**src/rtl/bus_strobe_pkg.sv**
```systemverilog
package bus_strobe_pkg;
  localparam int NUM_CS   = 4;
  localparam int CS_SEL_W = $clog2(NUM_CS);
  localparam int LANES    = 2;
  localparam int DLY_W    = 3;
  localparam int TOT_W    = 5;
  localparam int PWT_W    = 3;
  localparam int ADR_W    = 2;
  localparam int STEP_W   = TOT_W + 1;

  typedef struct packed {
    logic                is_wr;
    logic                mux;
    logic [CS_SEL_W-1:0] sel;
    logic [LANES-1:0]    lanes;
    logic [TOT_W-1:0]    total;
    logic [DLY_W-1:0]    cs_d;
    logic [DLY_W-1:0]    rd_d;
    logic [DLY_W-1:0]    wr_d;
    logic [DLY_W-1:0]    wd_d;
    logic [DLY_W-1:0]    cs_x;
    logic [DLY_W-1:0]    wd_x;
    logic [ADR_W-1:0]    aw;
  } acc_cfg_t;

  // total wait picked by direction and page selection
  function automatic logic [TOT_W-1:0] pick_total(
    input logic wr, input logic page,
    input logic [TOT_W-1:0] nrd, input logic [TOT_W-1:0] nwr,
    input logic [TOT_W-1:0] prd, input logic [PWT_W-1:0] pwr);
    if (page) return wr ? TOT_W'(pwr) : prd;
    return wr ? nwr : nrd;
  endfunction

  // an assert delay never runs past the total wait
  function automatic logic [DLY_W-1:0] clamp_dly(
    input logic [DLY_W-1:0] d, input logic [TOT_W-1:0] t);
    return (TOT_W'(d) > t) ? DLY_W'(t) : d;
  endfunction

  function automatic logic [DLY_W-1:0] tail_len(
    input logic wr, input logic [DLY_W-1:0] cx, input logic [DLY_W-1:0] wx);
    return (wr && (wx > cx)) ? wx : cx;
  endfunction

  function automatic logic order_bad(
    input logic wr, input logic mux,
    input logic [DLY_W-1:0] cs, input logic [DLY_W-1:0] rd,
    input logic [DLY_W-1:0] wrd, input logic [DLY_W-1:0] wd,
    input logic [DLY_W-1:0] cx, input logic [DLY_W-1:0] wx,
    input logic [ADR_W-1:0] aw, input logic [TOT_W-1:0] t);
    int  lo;
    logic bad;
    lo  = int'(aw) + 2;
    bad = (cx > wx);
    if (wr) bad = bad | (cs > wrd) | (wd > wrd) | (TOT_W'(wrd) > t);
    else    bad = bad | (cs > rd) | (TOT_W'(rd) > t);
    if (mux) begin
      bad = bad | (int'(cs) > int'(aw));
      if (wr) bad = bad | (lo > int'(wrd)) | (lo > int'(wd));
      else    bad = bad | (lo > int'(rd));
    end
    return bad;
  endfunction
endpackage

```
**src/rtl/strobe_cfg_cap.sv**
```systemverilog
module strobe_cfg_cap
  import bus_strobe_pkg::*;
(
  input  logic                clk,
  input  logic                rst_n,
  input  logic                accept,
  input  logic                is_write,
  input  logic                page_mode,
  input  logic                mux_mode,
  input  logic [CS_SEL_W-1:0] cs_sel,
  input  logic [LANES-1:0]    lane_en,
  input  logic [DLY_W-1:0]    cs_wait,
  input  logic [DLY_W-1:0]    rd_wait,
  input  logic [DLY_W-1:0]    wr_wait,
  input  logic [DLY_W-1:0]    wd_wait,
  input  logic [DLY_W-1:0]    cs_hold,
  input  logic [DLY_W-1:0]    wd_hold,
  input  logic [ADR_W-1:0]    addr_wait,
  input  logic [TOT_W-1:0]    tot_rd,
  input  logic [TOT_W-1:0]    tot_wr,
  input  logic [TOT_W-1:0]    tot_page_rd,
  input  logic [PWT_W-1:0]    tot_page_wr,
  output acc_cfg_t            cfg_q,
  output logic                err_q
);
  logic [TOT_W-1:0] t_sel;
  logic             bad_now;

  assign t_sel   = pick_total(is_write, page_mode, tot_rd, tot_wr, tot_page_rd, tot_page_wr);
  assign bad_now = order_bad(is_write, mux_mode, cs_wait, rd_wait, wr_wait, wd_wait,
                             cs_hold, wd_hold, addr_wait, t_sel);

  always_ff @(posedge clk or negedge rst_n) begin
    if (!rst_n) begin
      cfg_q <= '0;
      err_q <= 1'b0;
    end else if (accept) begin
      cfg_q.is_wr <= is_write;
      cfg_q.mux   <= mux_mode;
      cfg_q.sel   <= cs_sel;
      cfg_q.lanes <= lane_en;
      cfg_q.total <= t_sel;
      cfg_q.cs_d  <= clamp_dly(cs_wait, t_sel);
      cfg_q.rd_d  <= clamp_dly(rd_wait, t_sel);
      cfg_q.wr_d  <= clamp_dly(wr_wait, t_sel);
      cfg_q.wd_d  <= clamp_dly(wd_wait, t_sel);
      cfg_q.cs_x  <= cs_hold;
      cfg_q.wd_x  <= wd_hold;
      cfg_q.aw    <= addr_wait;
      err_q       <= bad_now;
    end
  end


  err_hold_chk: assert property (@(posedge clk) disable iff (!rst_n)
    !accept |=> $stable(err_q));

  cfg_hold_chk: assert property (@(posedge clk) disable iff (!rst_n)
    !accept |=> $stable(cfg_q));
endmodule

```
**src/rtl/strobe_seq.sv**
```systemverilog
module strobe_seq
  import bus_strobe_pkg::*;
(
  input  logic              clk,
  input  logic              rst_n,
  input  logic              start,
  input  logic [STEP_W-1:0] end_step,
  output logic              accept,
  output logic              running,
  output logic              last,
  output logic [STEP_W-1:0] step
);
  assign accept = start && !running;
  assign last   = running && (step == end_step);

  always_ff @(posedge clk or negedge rst_n) begin
    if (!rst_n) begin
      running <= 1'b0;
      step    <= '0;
    end else if (accept) begin
      running <= 1'b1;
      step    <= '0;
    end else if (running) begin
      if (last) running <= 1'b0;
      else      step    <= step + 1'b1;
    end
  end


  step_adv_chk: assert property (@(posedge clk) disable iff (!rst_n)
    (running && !last) |=> (running && step == $past(step) + 1'b1));

  stop_chk: assert property (@(posedge clk) disable iff (!rst_n)
    (last && !start) |=> !running);
endmodule

```
**src/rtl/strobe_drive.sv**
```systemverilog
module strobe_drive
  import bus_strobe_pkg::*;
(
  input  logic              clk,
  input  logic              rst_n,
  input  logic              running,
  input  logic              last,
  input  logic [STEP_W-1:0] step,
  input  acc_cfg_t          cfg_q,
  input  logic              err_q,
  output logic [NUM_CS-1:0] cs_n,
  output logic              rd_n,
  output logic [LANES-1:0]  wr_n,
  output logic              wd_oe,
  output logic              ale,
  output logic              done
);
  logic [STEP_W-1:0] tot_s, over;
  logic              in_main, cs_on, rd_on, wr_on, wd_on, ale_on, fin_q;
  logic [NUM_CS-1:0] cs_vec;
  logic [LANES-1:0]  wr_vec;

  assign tot_s   = STEP_W'(cfg_q.total);
  assign in_main = step <= tot_s;
  assign over    = step - tot_s;
  assign cs_on   = running && (step >= STEP_W'(cfg_q.cs_d)) &&
                   (in_main || over <= STEP_W'(cfg_q.cs_x));
  assign rd_on   = running && !cfg_q.is_wr && in_main && (step >= STEP_W'(cfg_q.rd_d));
  assign wr_on   = running && cfg_q.is_wr && in_main && (step >= STEP_W'(cfg_q.wr_d));
  assign wd_on   = running && cfg_q.is_wr && (step >= STEP_W'(cfg_q.wd_d)) &&
                   (in_main || over <= STEP_W'(cfg_q.wd_x));
  assign ale_on  = running && cfg_q.mux && in_main &&
                   (step < STEP_W'(cfg_q.aw) + STEP_W'(2));

  for (genvar i = 0; i < NUM_CS; i++) begin : g_cs
    assign cs_vec[i] = cs_on && (cfg_q.sel == CS_SEL_W'(i));
  end
  for (genvar j = 0; j < LANES; j++) begin : g_lane
    assign wr_vec[j] = wr_on && cfg_q.lanes[j];
  end

  always_ff @(posedge clk or negedge rst_n) begin
    if (!rst_n) begin
      cs_n  <= '1;
      rd_n  <= 1'b1;
      wr_n  <= '1;
      wd_oe <= 1'b0;
      ale   <= 1'b0;
      fin_q <= 1'b0;
      done  <= 1'b0;
    end else begin
      cs_n  <= ~cs_vec;
      rd_n  <= ~rd_on;
      wr_n  <= ~wr_vec;
      wd_oe <= wd_on;
      ale   <= ale_on;
      fin_q <= last;
      done  <= fin_q;
    end
  end


  cs_onehot_chk: assert property (@(posedge clk) disable iff (!rst_n)
    $onehot0(~cs_n));

  rw_exclusive_chk: assert property (@(posedge clk) disable iff (!rst_n)
    !rd_n |-> (wr_n == '1) && !wd_oe);

  wr_under_cs_chk: assert property (@(posedge clk) disable iff (!rst_n)
    (!err_q && wr_n != '1) |-> (cs_n != '1));

  done_idle_chk: assert property (@(posedge clk) disable iff (!rst_n)
    done |-> (cs_n == '1) && rd_n && (wr_n == '1) && !wd_oe && !ale);

  done_pulse_chk: assert property (@(posedge clk) disable iff (!rst_n)
    done |=> !done);
endmodule

```
**src/rtl/bus_strobe_gen.sv**
```systemverilog
module bus_strobe_gen
  import bus_strobe_pkg::*;
(
  input  logic                clk,
  input  logic                rst_n,
  input  logic                start,
  input  logic                is_write,
  input  logic                page_mode,
  input  logic                mux_mode,
  input  logic [CS_SEL_W-1:0] cs_sel,
  input  logic [LANES-1:0]    lane_en,
  input  logic [DLY_W-1:0]    cs_wait,
  input  logic [DLY_W-1:0]    rd_wait,
  input  logic [DLY_W-1:0]    wr_wait,
  input  logic [DLY_W-1:0]    wd_wait,
  input  logic [DLY_W-1:0]    cs_hold,
  input  logic [DLY_W-1:0]    wd_hold,
  input  logic [ADR_W-1:0]    addr_wait,
  input  logic [TOT_W-1:0]    tot_rd,
  input  logic [TOT_W-1:0]    tot_wr,
  input  logic [TOT_W-1:0]    tot_page_rd,
  input  logic [PWT_W-1:0]    tot_page_wr,
  output logic [NUM_CS-1:0]   cs_n,
  output logic                rd_n,
  output logic [LANES-1:0]    wr_n,
  output logic                wd_oe,
  output logic                ale,
  output logic                done,
  output logic                config_error
);
  acc_cfg_t          cfg_q;
  logic              accept, running, last;
  logic [STEP_W-1:0] step, end_step;

  assign end_step = STEP_W'(cfg_q.total) +
                    STEP_W'(tail_len(cfg_q.is_wr, cfg_q.cs_x, cfg_q.wd_x));

  strobe_cfg_cap u_cap (
    .clk(clk), .rst_n(rst_n), .accept(accept),
    .is_write(is_write), .page_mode(page_mode), .mux_mode(mux_mode),
    .cs_sel(cs_sel), .lane_en(lane_en),
    .cs_wait(cs_wait), .rd_wait(rd_wait), .wr_wait(wr_wait), .wd_wait(wd_wait),
    .cs_hold(cs_hold), .wd_hold(wd_hold), .addr_wait(addr_wait),
    .tot_rd(tot_rd), .tot_wr(tot_wr), .tot_page_rd(tot_page_rd),
    .tot_page_wr(tot_page_wr), .cfg_q(cfg_q), .err_q(config_error)
  );

  strobe_seq u_seq (
    .clk(clk), .rst_n(rst_n), .start(start), .end_step(end_step),
    .accept(accept), .running(running), .last(last), .step(step)
  );

  strobe_drive u_drv (
    .clk(clk), .rst_n(rst_n), .running(running), .last(last), .step(step),
    .cfg_q(cfg_q), .err_q(config_error),
    .cs_n(cs_n), .rd_n(rd_n), .wr_n(wr_n), .wd_oe(wd_oe), .ale(ale), .done(done)
  );
endmodule

```
**config.mk**
```make
export PLATFORM = sky130hd
export DESIGN_NAME = bus_strobe_gen
export DESIGN_NICKNAME = d
export VERILOG_FILES = /design/src/rtl/bus_strobe_pkg.sv /design/src/rtl/strobe_cfg_cap.sv /design/src/rtl/strobe_seq.sv /design/src/rtl/strobe_drive.sv /design/src/rtl/bus_strobe_gen.sv
export SDC_FILE = /design/constraint.sdc
export NUM_CORES = 1
export LEC_CHECK = 0
export ABC_AREA = 0
export BUFFER_PORTS_ARGS = -buffer_cell sky130_fd_sc_hd__buf_2
export CORE_MARGIN = 5
export CORE_UTILIZATION = 40
export CTS_CLUSTER_DIAMETER = 100
export DETAILED_ROUTE_END_ITERATION = 6
export HOLD_SLACK_MARGIN = 0.06
export PLACE_DENSITY = 0.72
export SLEW_MARGIN = 20
export SYNTH_ARGS = -nofsm -noshare
export SYNTH_HDL_FRONTEND = slang
export SYNTH_SLANG_ARGS = --single-unit
```
**constraint.sdc**
```tcl
create_clock -name clk -period 3.33 [get_ports clk]
set_input_delay 0.1665 -clock clk [delete_from_list [all_inputs] [get_ports clk]]
set_output_delay 0.1665 -clock clk [all_outputs]
set_load 0.005 [all_outputs]
```
==> flow_summary.yaml <==
timing:
  skew_ps: 6.20
  timing.final.crit_share_pct: 96.6
  max_freq_mhz: 311
  maxSlewViolCount: 0
  holdWs_ps: 94.3
  finalSetupViolations: 0
  finalHoldViolations: 0
  fin_crit_ps: 3220
  worst_slew_pin_slew_ps: 635
  relSlewSlack_pct: 57.6
floorplanning:
  initial_utilization_pct: 40.4
  rows: 37
  die_area_um2: 12400
  die_h_um: 111
  io_pins: 59
  core_um2: 10200
  fp.dieW_um: 111
clock_tree:
  htree_levels: 2
  cts_buffers: 5
  clock-root-buffer: "clkbuf_8"
  ctsLongestPathBuffers: 2
  cts_tree: "yes"
  cts.sinks: 50
  clk_latency_ps: 310
  clk_pin_slew_ps: 100
power_and_ir_drop:
  vdd_ir_drop_max_mv: 0.308
  fin_total_pwr_w: 0.00432
  p_per_area_nw_per_um2: 893
  power.leakage_nw: 2.39
min_path:
  hold_depth: 3
  worstHoldEndpoint: "u_cap.cfg_q[6]"
  min_from: "cs_hold[1]"
  hold_path.class: "in2reg"
grt:
  grt_usage_pct: 15.4
  antenna_found_initial: 0
  grt_pass1_wl_um: 16000
  first_global_vias: 3412
  grt_max_degree: 54
  grt-ovfl-total: 0
layout:
  fin_cells: 648
  finalInstanceArea_um2: 4840
  layout-drive-gt1-share_pct: 21.9
  fin_nets: 628
  area_growth_pct: 17.5
  fillers: 1017
  antenna_cells: 0
critical_path:
  arrival_ps: 3420
  rr_worst_depth: 15
  rr_startpoint: "u_cap.cfg_q[2]"
  crit_slowest_cell: "fa_2"
  worstPathMaxFanout: 4
  end_kind: "register"
  cpPeakStageDelay_ps: 430
  reg2reg_slack_ps: 110
  r2r_end: "u_seq.step[2]"
  critPathKind: "reg2reg"
  start_kind: "register"
  worstPathRequired_ps: 3530
  crit_path_cell_trace: "inv_2, ha_1, nand3_2, nand2_2, a21oi_4, mux2_4, ha_2, inv_2, fa_2, xor2_1, nand3_2, a211oi_4, buf_4, nand4bb_1, nand3_1"
synthesis:
  yosys.area.top_type_share_pct: 26.1
  netlist_area_um2: 4120
  synth_cell_types: 59
  synth_top_cell_by_area: "dfrtp_1"
  syn_area_per_cell_um2: 9.28
  ys_seq_area_share_pct: 30.6
  syn_inst: 444
  ys_async_sr_fraction_pct: 100
  yosys-top-cells-area: "dfrtp_1, ha_1, nand2_1"
  synth_edf_count: 0
  ys_ff_latch: 50
  yosys_warnings: 0
  synth_top_flop_cell: "dfrtp_1"
  syn_nets: 561
drt:
  wire_per_inst_um: 14.8
  viasPerCell: 5.26
  drt-initial-drc-count: 142
  dr_total_vias: 3409
  drc: 0
  ant_nets: 0
  first_pass_iters: 4
  wl_um: 9600
place:
  placed_cell_area_um2: 4580
  dp_cells: 633
  hpwl_um: 7530
  place.port_buffers: 58
  routabilityCongestion: 0.876
job:
  maxCapViolCount: 0
status:
  status: "completed"
## worst max-delay path by stage
stage | start | end | slack [ps] | depth (start not counted)
5_1_grt | u_cap.cfg_q[2] | u_seq.step[2] | -30 | 15
3_5_place_dp | u_cap.cfg_q[2] | u_seq.step[4] | -50 | 14
2_1_floorplan | u_cap.cfg_q[3] | u_seq.step[4] | 110 | 13
3_3_place_gp | u_cap.cfg_q[3] | u_seq.step[4] | 50 | 13
4_1_cts | u_cap.cfg_q[2] | u_seq.step[4] | 6 | 14
6_report | u_cap.cfg_q[2] | u_seq.step[2] | 110 | 15
## Yosys cell counts (3+ instances only)
| library cell | n |
|---|---|
| a21o_1 | 15 |
| o21ai_1 | 17 |
| nand4_1 | 3 |
| mux2i_1 | 17 |
| o21ai_0 | 18 |
| or3_1 | 3 |
| clkbuf_1 | 10 |
| nand3_1 | 14 |
| dfrtp_1 | 43 |
| nand2_1 | 60 |
| xor2_1 | 3 |
| mux4_2 | 3 |
| a31oi_1 | 4 |
| nor3_1 | 3 |
| dfstp_2 | 7 |
| a311oi_4 | 4 |
| a21oi_1 | 18 |
| xnor2_1 | 5 |
| nor2_1 | 6 |
| o21a_1 | 7 |
| inv_1 | 53 |
| nor2b_1 | 12 |
| nand2b_1 | 9 |
| ha_1 | 67 |
## worst max-delay path, delay by kind of cell (launching register included)
| kind | cells | cell delay (ps) |
|---|---|---|
| xor gates and xnor gates | 1 | 170 |
| DFF | 1 | 410 |
| and+or+nand+nor | 5 | 500 |
| adders and majority gates | 3 | 950 |
| AOI/OAI and AO/OA | 2 | 470 |
| muxes | 1 | 320 |
| buffers and inverters | 3 | 290 |
## cell families after synthesis
group	Yosys count	share of synthesized area, %
compound gates	104	18.7
xor+xnor	8	1.70
fa+ha+maj	69	21.3
buf+inv	67	6.35
flops	50	30.6
mux	22	6.32
simple gates	124	15.0
## state kept, by name, summed over array words and instances, names as in the netlist
signal	flops
u_drv.done	1
u_cap.cfg_q	31
u_drv.ale	1
u_seq.step	6
u_drv.wd_oe	1
u_seq.running	1
u_drv.rd_n	1
u_cap.err_q	1
u_drv.cs_n	4
u_drv.wr_n	2
u_drv.fin_q	1
## per-stage QoR
step	setup slack, ps	setup TNS, ps	utilization, %
6_report	114	0	47.5
5_1_grt	-25.1	-37.3	47.5
4_1_cts	6.08	0	46.6
3_5_place_dp	-45.6	-109	45.0
3_3_place_gp	49.8	0	45.0
2_1_floorplan	111	0	-
## timing repair
item,4_1_cts,5_1_grt
hold endpoints to repair,4,43
setup buffers,0,2
pin swaps,1,6
endpoints found under the setup margin,3,7
hold buffers,4,1
resized for setup,3,16
## layout by cell type (no fill, tap or decap), types with 2 or more instances in the layout
cell / n
or3_1: 3
mux2i_1: 17
a21oi_1: 17
a311oi_4: 4
nand3_2: 2
clkbuf_8: 5
dlygate4sd3_1: 5
nand4b_1: 2
and3_1: 2
o21a_1: 7
dfstp_2: 7
xnor2_1: 4
mux4_2: 3
a21o_1: 15
inv_1: 50
a31oi_1: 4
buf_4: 12
nand2_1: 59
nand3_1: 12
nor3_1: 3
o21ai_0: 16
xor2_1: 3
nor2_1: 6
o31ai_1: 2
a2bb2oi_2: 2
buf_2: 57
ha_1: 65
nor2b_1: 11
inv_2: 3
o21ai_1: 18
dfrtp_1: 43
nand2b_1: 9
nand4_1: 3
## where the power goes
group / total (W) / internal, W / switching (W)
Clock: 0.000447 / 0.000229 / 0.000218
Sequential: 0.00117 / 0.000906 / 0.000263
Combinational: 0.00271 / 0.00126 / 0.00145
## per-layer routing
layer | global-route usage, % | vias up | part of all wire [%]
met5 | 0 | - | 0
met4 | 5.11 | 0 | 2.0
met3 | 1.90 | 15 | 3.6
li1 | - | 1702 | -
met1 | 19.9 | 1599 | 44
met2 | 26.9 | 93 | 50
## final cells by class
cell class | count | area, µm² | share of cell area [%]
repair buffers | 74 | 425 | 8.79
multi-input cells | 327 | 2670 | 55.1
clock buffers | 5 | 68.8 | 1.42
well taps | 136 | 170 | 3.52
flip-flops and latches | 50 | 1260 | 26.0
clock inverters | 3 | 48.8 | 1.01
inverters | 53 | 199 | 4.11
Note: power is estimated with default switching activity, not from simulation.
